[src/rtl/sm_rx_pkg.sv]
`timescale 1ns/1ps
package sm_rx_pkg;
    typedef enum logic [1:0] {
        ST_IDLE  = 2'd0,
        ST_ACT   = 2'd1,
        ST_INACT = 2'd2
    } rx_state_e;
endpackage

[src/rtl/sm_rx_baud.sv]
`timescale 1ns/1ps
// Half-period timer: tick on the last cycle of each clock phase.
module sm_rx_baud #(
    parameter int DIV_W    = 16,
    parameter int NARROW_W = 8
) (
    input  logic             clk,
    input  logic             rst_n,
    input  logic             run,
    input  logic             wide,
    input  logic [DIV_W-1:0] div_val,
    output logic             tick
);
    logic [DIV_W-1:0] limit;
    logic [DIV_W-1:0] cnt;

    always_comb begin
        limit = wide ? div_val : DIV_W'(div_val[NARROW_W-1:0]);
        tick  = run && (cnt == limit);
    end

    always_ff @(posedge clk or negedge rst_n) begin
        if (!rst_n) begin
            cnt <= '0;
        end else if (!run || tick) begin
            cnt <= '0;
        end else begin
            cnt <= cnt + 1'b1;
        end
    end
endmodule

[src/rtl/sm_rx_fsm.sv]
`timescale 1ns/1ps
// Receive control: phase sequencing, bit counting, enable precedence.
module sm_rx_fsm
    import sm_rx_pkg::*;
#(
    parameter int DATA_W = 8
) (
    input  logic clk,
    input  logic rst_n,
    input  logic port_en,
    input  logic single_req,
    input  logic cont_en,
    input  logic nine_bit,
    input  logic ovr_err,
    input  logic ovr_hit,
    input  logic tick,
    output logic run,
    output logic sample,
    output logic word_done,
    output logic sck_active,
    output logic single_busy
);
    localparam int CNT_W = $clog2(DATA_W + 2);

    rx_state_e        state, nxt;
    logic [CNT_W-1:0] bit_idx;
    logic [CNT_W-1:0] last_idx;
    logic             single_q;
    logic             go;
    logic             last_bit;

    always_comb begin
        last_idx = nine_bit ? CNT_W'(DATA_W) : CNT_W'(DATA_W - 1);
        go       = port_en && (cont_en || single_q) && !ovr_err;
        last_bit = (bit_idx == last_idx);
    end

    // state register
    always_ff @(posedge clk or negedge rst_n) begin
        if (!rst_n) begin
            state <= ST_IDLE;
        end else begin
            state <= nxt;
        end
    end

    // next state
    always_comb begin
        nxt = state;
        unique case (state)
            ST_IDLE: begin
                if (go) nxt = ST_ACT;                      // start
            end
            ST_ACT: begin
                if (!go) begin
                    nxt = ST_IDLE;                         // abort
                end else if (tick) begin
                    if (!last_bit) begin
                        nxt = ST_INACT;                    // next bit
                    end else if (cont_en && !ovr_hit) begin
                        nxt = ST_INACT;                    // continue
                    end else begin
                        nxt = ST_IDLE;                     // stop
                    end
                end
            end
            ST_INACT: begin
                if (!go) begin
                    nxt = ST_IDLE;                         // abort
                end else if (tick) begin
                    nxt = ST_ACT;                          // advance
                end
            end
            default: nxt = ST_IDLE;
        endcase
    end

    // outputs
    always_comb begin
        run        = (state != ST_IDLE) && go;
        sck_active = (state == ST_ACT);
        sample     = (state == ST_ACT) && go && tick;
        word_done  = sample && last_bit;
        single_busy = single_q;
    end

    always_ff @(posedge clk or negedge rst_n) begin
        if (!rst_n) begin
            bit_idx <= '0;
        end else if (state == ST_IDLE || !go) begin
            bit_idx <= '0;
        end else if (sample) begin
            bit_idx <= last_bit ? '0 : bit_idx + 1'b1;
        end
    end

    always_ff @(posedge clk or negedge rst_n) begin
        if (!rst_n) begin
            single_q <= 1'b0;
        end else if (single_req) begin
            single_q <= 1'b1;
        end else if (word_done) begin
            single_q <= 1'b0;
        end
    end
endmodule

[src/rtl/sm_rx_word.sv]
`timescale 1ns/1ps
// Shift register, holding register, completion and overrun flags.
module sm_rx_word #(
    parameter int DATA_W = 8
) (
    input  logic              clk,
    input  logic              rst_n,
    input  logic              sample,
    input  logic              din,
    input  logic              word_done,
    input  logic              nine_bit,
    input  logic              rd_data,
    input  logic              cont_en,
    output logic [DATA_W-1:0] rx_data,
    output logic              rx_bit9,
    output logic              done_flag,
    output logic              ovr_err
);
    logic [DATA_W:0] sh;
    logic [DATA_W:0] sh_next;
    logic            cont_q;
    logic            collide;

    always_comb begin
        sh_next = {din, sh[DATA_W:1]};
        collide = done_flag && !rd_data;
    end

    always_ff @(posedge clk or negedge rst_n) begin
        if (!rst_n) begin
            sh <= '0;
        end else if (sample) begin
            sh <= sh_next;
        end
    end

    always_ff @(posedge clk or negedge rst_n) begin
        if (!rst_n) begin
            rx_data   <= '0;
            rx_bit9   <= 1'b0;
            done_flag <= 1'b0;
        end else if (word_done && !collide) begin
            rx_data   <= nine_bit ? sh_next[DATA_W-1:0] : sh_next[DATA_W:1];
            rx_bit9   <= nine_bit ? sh_next[DATA_W] : 1'b0;
            done_flag <= 1'b1;
        end else if (rd_data) begin
            done_flag <= 1'b0;
        end
    end

    always_ff @(posedge clk or negedge rst_n) begin
        if (!rst_n) begin
            cont_q  <= 1'b0;
            ovr_err <= 1'b0;
        end else begin
            cont_q <= cont_en;
            if (word_done && collide) begin
                ovr_err <= 1'b1;
            end else if (cont_q && !cont_en) begin
                ovr_err <= 1'b0;
            end
        end
    end
endmodule

[src/rtl/sync_master_rx.sv]
`timescale 1ns/1ps
module sync_master_rx #(
    parameter int DIV_W    = 16,
    parameter int NARROW_W = 8,
    parameter int DATA_W   = 8
) (
    input  logic              clk,
    input  logic              rst_n,
    input  logic              port_en,
    input  logic              single_req,
    input  logic              cont_en,
    input  logic              nine_bit,
    input  logic              clk_inv,
    input  logic              dat_inv,
    input  logic              wide_div,
    input  logic [DIV_W-1:0]  div_val,
    input  logic              irq_en,
    input  logic              rd_data,
    input  logic              sdi,
    output logic              sck,
    output logic [DATA_W-1:0] rx_data,
    output logic              rx_bit9,
    output logic              done_flag,
    output logic              irq,
    output logic              ovr_err,
    output logic              single_busy
);
    logic run, tick, sample, word_done, sck_active, din, ovr_hit;

    always_comb begin
        din     = sdi ^ dat_inv;
        ovr_hit = done_flag && !rd_data;
        sck     = sck_active ^ clk_inv;
        irq     = done_flag && irq_en;
    end

    sm_rx_baud #(.DIV_W(DIV_W), .NARROW_W(NARROW_W)) u_baud (
        .clk(clk), .rst_n(rst_n), .run(run), .wide(wide_div),
        .div_val(div_val), .tick(tick)
    );

    sm_rx_fsm #(.DATA_W(DATA_W)) u_fsm (
        .clk(clk), .rst_n(rst_n), .port_en(port_en), .single_req(single_req),
        .cont_en(cont_en), .nine_bit(nine_bit), .ovr_err(ovr_err),
        .ovr_hit(ovr_hit), .tick(tick), .run(run), .sample(sample),
        .word_done(word_done), .sck_active(sck_active),
        .single_busy(single_busy)
    );

    sm_rx_word #(.DATA_W(DATA_W)) u_word (
        .clk(clk), .rst_n(rst_n), .sample(sample), .din(din),
        .word_done(word_done), .nine_bit(nine_bit), .rd_data(rd_data),
        .cont_en(cont_en), .rx_data(rx_data), .rx_bit9(rx_bit9),
        .done_flag(done_flag), .ovr_err(ovr_err)
    );
endmodule

[config.mk]
export PLATFORM = sky130hd
export DESIGN_NAME = sync_master_rx
export DESIGN_NICKNAME = d
export VERILOG_FILES = /design/src/rtl/sm_rx_pkg.sv /design/src/rtl/sm_rx_baud.sv /design/src/rtl/sm_rx_fsm.sv /design/src/rtl/sm_rx_word.sv /design/src/rtl/sync_master_rx.sv
export SDC_FILE = /design/constraint.sdc
export NUM_CORES = 1
export LEC_CHECK = 0
export ABC_AREA = 1
export ABC_CLOCK_PERIOD_IN_PS = 1700
export BUFFER_PORTS_ARGS = -buffer_cell sky130_fd_sc_hd__buf_2
export CORE_ASPECT_RATIO = 0.6
export CORE_UTILIZATION = 57
export CTS_CLUSTER_SIZE = 12
export DETAILED_ROUTE_END_ITERATION = 8
export HOLD_SLACK_MARGIN = 0.06
export PLACE_DENSITY = 0.76
export SLEW_MARGIN = 20
export SYNTH_ARGS = -nofsm -noshare
export SYNTH_HDL_FRONTEND = slang
export SYNTH_SLANG_ARGS = --single-unit
export TNS_END_PERCENT = 10
[constraint.sdc]
create_clock -name clk -period 1.7 [get_ports clk]
set_input_delay 0.17 -clock clk [delete_from_list [all_inputs] [get_ports clk]]
set_output_delay 0.17 -clock clk [all_outputs]
set_load 0.02 [all_outputs]
==> flow_summary.json <==
{
  "status": "complete, no violations",
  "grt_pass1_vias": 2229,
  "maxCapViolCount": 0,
  "cp-end-kind": "flop",
  "rsz0062_at_grt": "true",
  "synthCells": 376,
  "wl_um": 6410,
  "cts_buffer_depth": 2,
  "drt-vias-per-instance": 5.26,
  "final_nets": 472,
  "ios": 42,
  "antenna_cells": 0,
  "min_path_cells": 4,
  "die_w_um": 89.8,
  "critPathRequiredTime_ns": 1.94,
  "worst_clock_skew_ns": 0.00547,
  "synth_area_leaders": "dfrtp_1, nand2_1, inv_1",
  "final_cells": 503,
  "tritoncts": "done",
  "synthesis.nets": 406,
  "slew_viol_final": 0,
  "wl_per_cell_um": 12.7,
  "placementRows": 18,
  "drive_gt1_frac": 0.233,
  "drt_pass1_iterations": 5,
  "leakage_nw": 1.68,
  "reg2reg_depth": 7,
  "overflow": 0,
  "period_share": 0.967,
  "cts-buffers-inserted": 5,
  "die-area_um2": 4910,
  "async_flop_share": 1.00,
  "yosys-top-cells-count": "nand2_1, inv_1, dfrtp_1",
  "insertion_delay_ns": 0.30,
  "path_max_fanout": 5,
  "hold_class": "input port to flop",
  "slew-limit-headroom": 0.659,
  "port_buffers": 41,
  "hold_start": "rd_data",
  "rr_startpoint": "u_fsm.bit_idx[1]$_DFFE_PN0P_",
  "drc_errors": 0,
  "yosysMostFrequentCell": "nand2_1",
  "grt_pass1_wl_um": 9940,
  "clkSlewWorstSetupHoldPaths_ns": 0.08,
  "synth_seq_cells": 43,
  "fp.coreArea_um2": 4280,
  "ys_types": 27,
  "drtIter0Drc": 212,
  "antenna_found_initial": 0,
  "post-place-ws_ns": -0.0326,
  "ys_seq_area_frac": 0.408,
  "cts.sink_count": 43,
  "gp_congestion": 0.937,
  "start_util": 0.616,
  "hold_end": "u_word.ovr_err$_DFFE_PN0P_",
  "hold_viol_final": 0,
  "post-route-min-period_ns": 1.64,
  "yosys.area.top_type": "dfrtp_1",
  "synth_edf_count": 0,
  "grtUsageTotal": 0.263,
  "synth_area_um2": 2640,
  "powerDensity_nw_per_um2": 686,
  "dieHeight_um": 54.7,
  "worst_setup_path_start_kind": "flop",
  "finalSetupTns_ns": 0,
  "grt_max_degree": 24,
  "synth_top_area_share": 0.408,
  "tightest_slew_ns": 0.506,
  "total_power_w": 0.00224,
  "vdd_drop_max_v": 0.000487,
  "vias": 2648,
  "critical_path_class": "flop to flop",
  "worstPathArrival_ns": 1.88,
  "yosys_warnings": 0,
  "area_growth_pct": 23.8,
  "hpwl_um": 4690,
  "clock.fmax_mhz": 608,
  "synth-main-ff-cell": "dfrtp_1",
  "numPlacedInstances": 485,
  "worst-r2r-setup-slack_ns": 0.06,
  "cts_root_buffer": "clkbuf_8",
  "synth_area_per_cell_um2": 7.01,
  "ant_nets": 0,
  "fin_ws_ns": 0.0561,
  "setup_violations": 0,
  "worst_r2r_endpoint": "u_word.rx_data[6]$_DFFE_PN0P_",
  "htreeDepth": 2
}
==> stage by stage <==
step                hold WS (ns)  instance area (µm²)  utilization
floorplan                 -0.126                 2640            -
global placement           0.104                 2980        0.697
detailed placement         0.102                 2980        0.697
CTS                        0.140                 3150        0.737
global route               0.152                 3270        0.763
finish                     0.136                 3270        0.763
==> critical path, stage by stage, from the launching register on <==
cell	delay [ns]
dfrtp_1	0.40
inv_1	0.09
nand4_1	0.08
o21ai_0	0.42
inv_2	0.17
nor2_2	0.23
nand3_1	0.11
nand2_1	0.07
==> where the power goes <==
group	leakage (nW)	internal (W)	switching [W]
registers	0.582	0.00103	0.0000137
logic	1.03	0.000102	0.000151
clock network	0.0654	0.000587	0.000353
total	1.68	0.00172	0.000517
==> how the worst max path moves through the flow <==
| stage | from | to | slack (ns) | cells after the start |
|---|---|---|---|---|
| after detailed placement | u_baud.cnt[0]$_DFF_PN0_ | u_baud.cnt[10]$_DFF_PN0_ | -0.03 | 8 |
| after global placement | u_baud.cnt[1]$_DFF_PN0_ | u_baud.cnt[10]$_DFF_PN0_ | 0.03 | 8 |
| final | u_fsm.bit_idx[1]$_DFFE_PN0P_ | u_word.rx_data[6]$_DFFE_PN0P_ | 0.06 | 7 |
| after global routing | u_baud.cnt[8]$_DFF_PN0_ | u_word.rx_data[0]$_DFFE_PN0P_ | -0.06 | 11 |
| after CTS | u_baud.cnt[3]$_DFF_PN0_ | u_fsm.single_busy$_DFFE_PN0P_ | 0.006 | 12 |
| after floorplan | u_baud.cnt[4]$_DFF_PN0_ | u_baud.cnt[14]$_DFF_PN0_ | 0.17 | 9 |
==> placed cells by master (no fill, tap or decap), types with 3 or more instances in the layout <==
cell type / count
xnor2_1: 4
o21ai_1: 10
xor2_1: 11
dfrtp_1: 38
nor3_2: 3
dfrtp_2: 5
buf_2: 41
a21oi_1: 4
nor2_1: 34
nor3_1: 7
inv_2: 6
o21ai_0: 14
inv_1: 46
nand2_1: 119
nand2_2: 6
nand4_1: 6
nand3_1: 34
buf_4: 22
nor4_1: 3
dlygate4sd3_1: 3
clkbuf_8: 5
==> area by class of cell <==
class | count | area, µm²
Multi-Input combinational cell | 269 | 1320
Sequential cell | 43 | 1080
Fill cell | 348 | 1010
Timing Repair Buffer | 69 | 443
Inverter | 54 | 210
Tap cell | 60 | 75.1
Clock buffer | 6 | 72.6
Clock inverter | 2 | 60.1
==> cell families (layout without fill, tap and decap cells) <==
logic type	count (synthesis)	count (layout)	share of synthesized area
and+or+nand+nor	223	224	0.373
buffers and inverters	65	131	0.107
AOI/OAI and AO/OA	28	28	0.0531
DFF	43	43	0.408
adders and majority gates	2	2	0.00949
xor gates and xnor gates	15	15	0.0498
==> routing by layer <==
layer | part of all wire | wire (µm) | global-route usage | vias up
met5 | 0 | 0 | 0 | -
met4 | 0.0098 | 63 | 0.0738 | 0
met3 | 0.075 | 483 | 0.0500 | 9
met2 | 0.42 | 2720 | 0.410 | 106
met1 | 0.49 | 3140 | 0.379 | 1227
li1 | - | - | - | 1306
==> timing repair <==
action | in CTS | in global routing
gates resized for setup | 2 | 24
endpoints found under the setup margin | 2 | 42
pin swaps | 0 | 6
hold endpoints to repair | 15 | 0
gates cloned | 0 | 1
setup buffers | 0 | 6
hold buffers | 3 | 0
==> state kept, by name, summed over array words and instances, names as in the netlist <==
name and cells:
u_word.sh 8, u_word.rx_data 8, u_word.done_flag 1, u_word.rx_bit9 1, u_baud.cnt 16, u_word.cont_q 1
u_fsm.single_busy 1, u_fsm.state 2, u_word.ovr_err 1, u_fsm.bit_idx 4
Note: power is estimated with default switching activity, not from simulation.
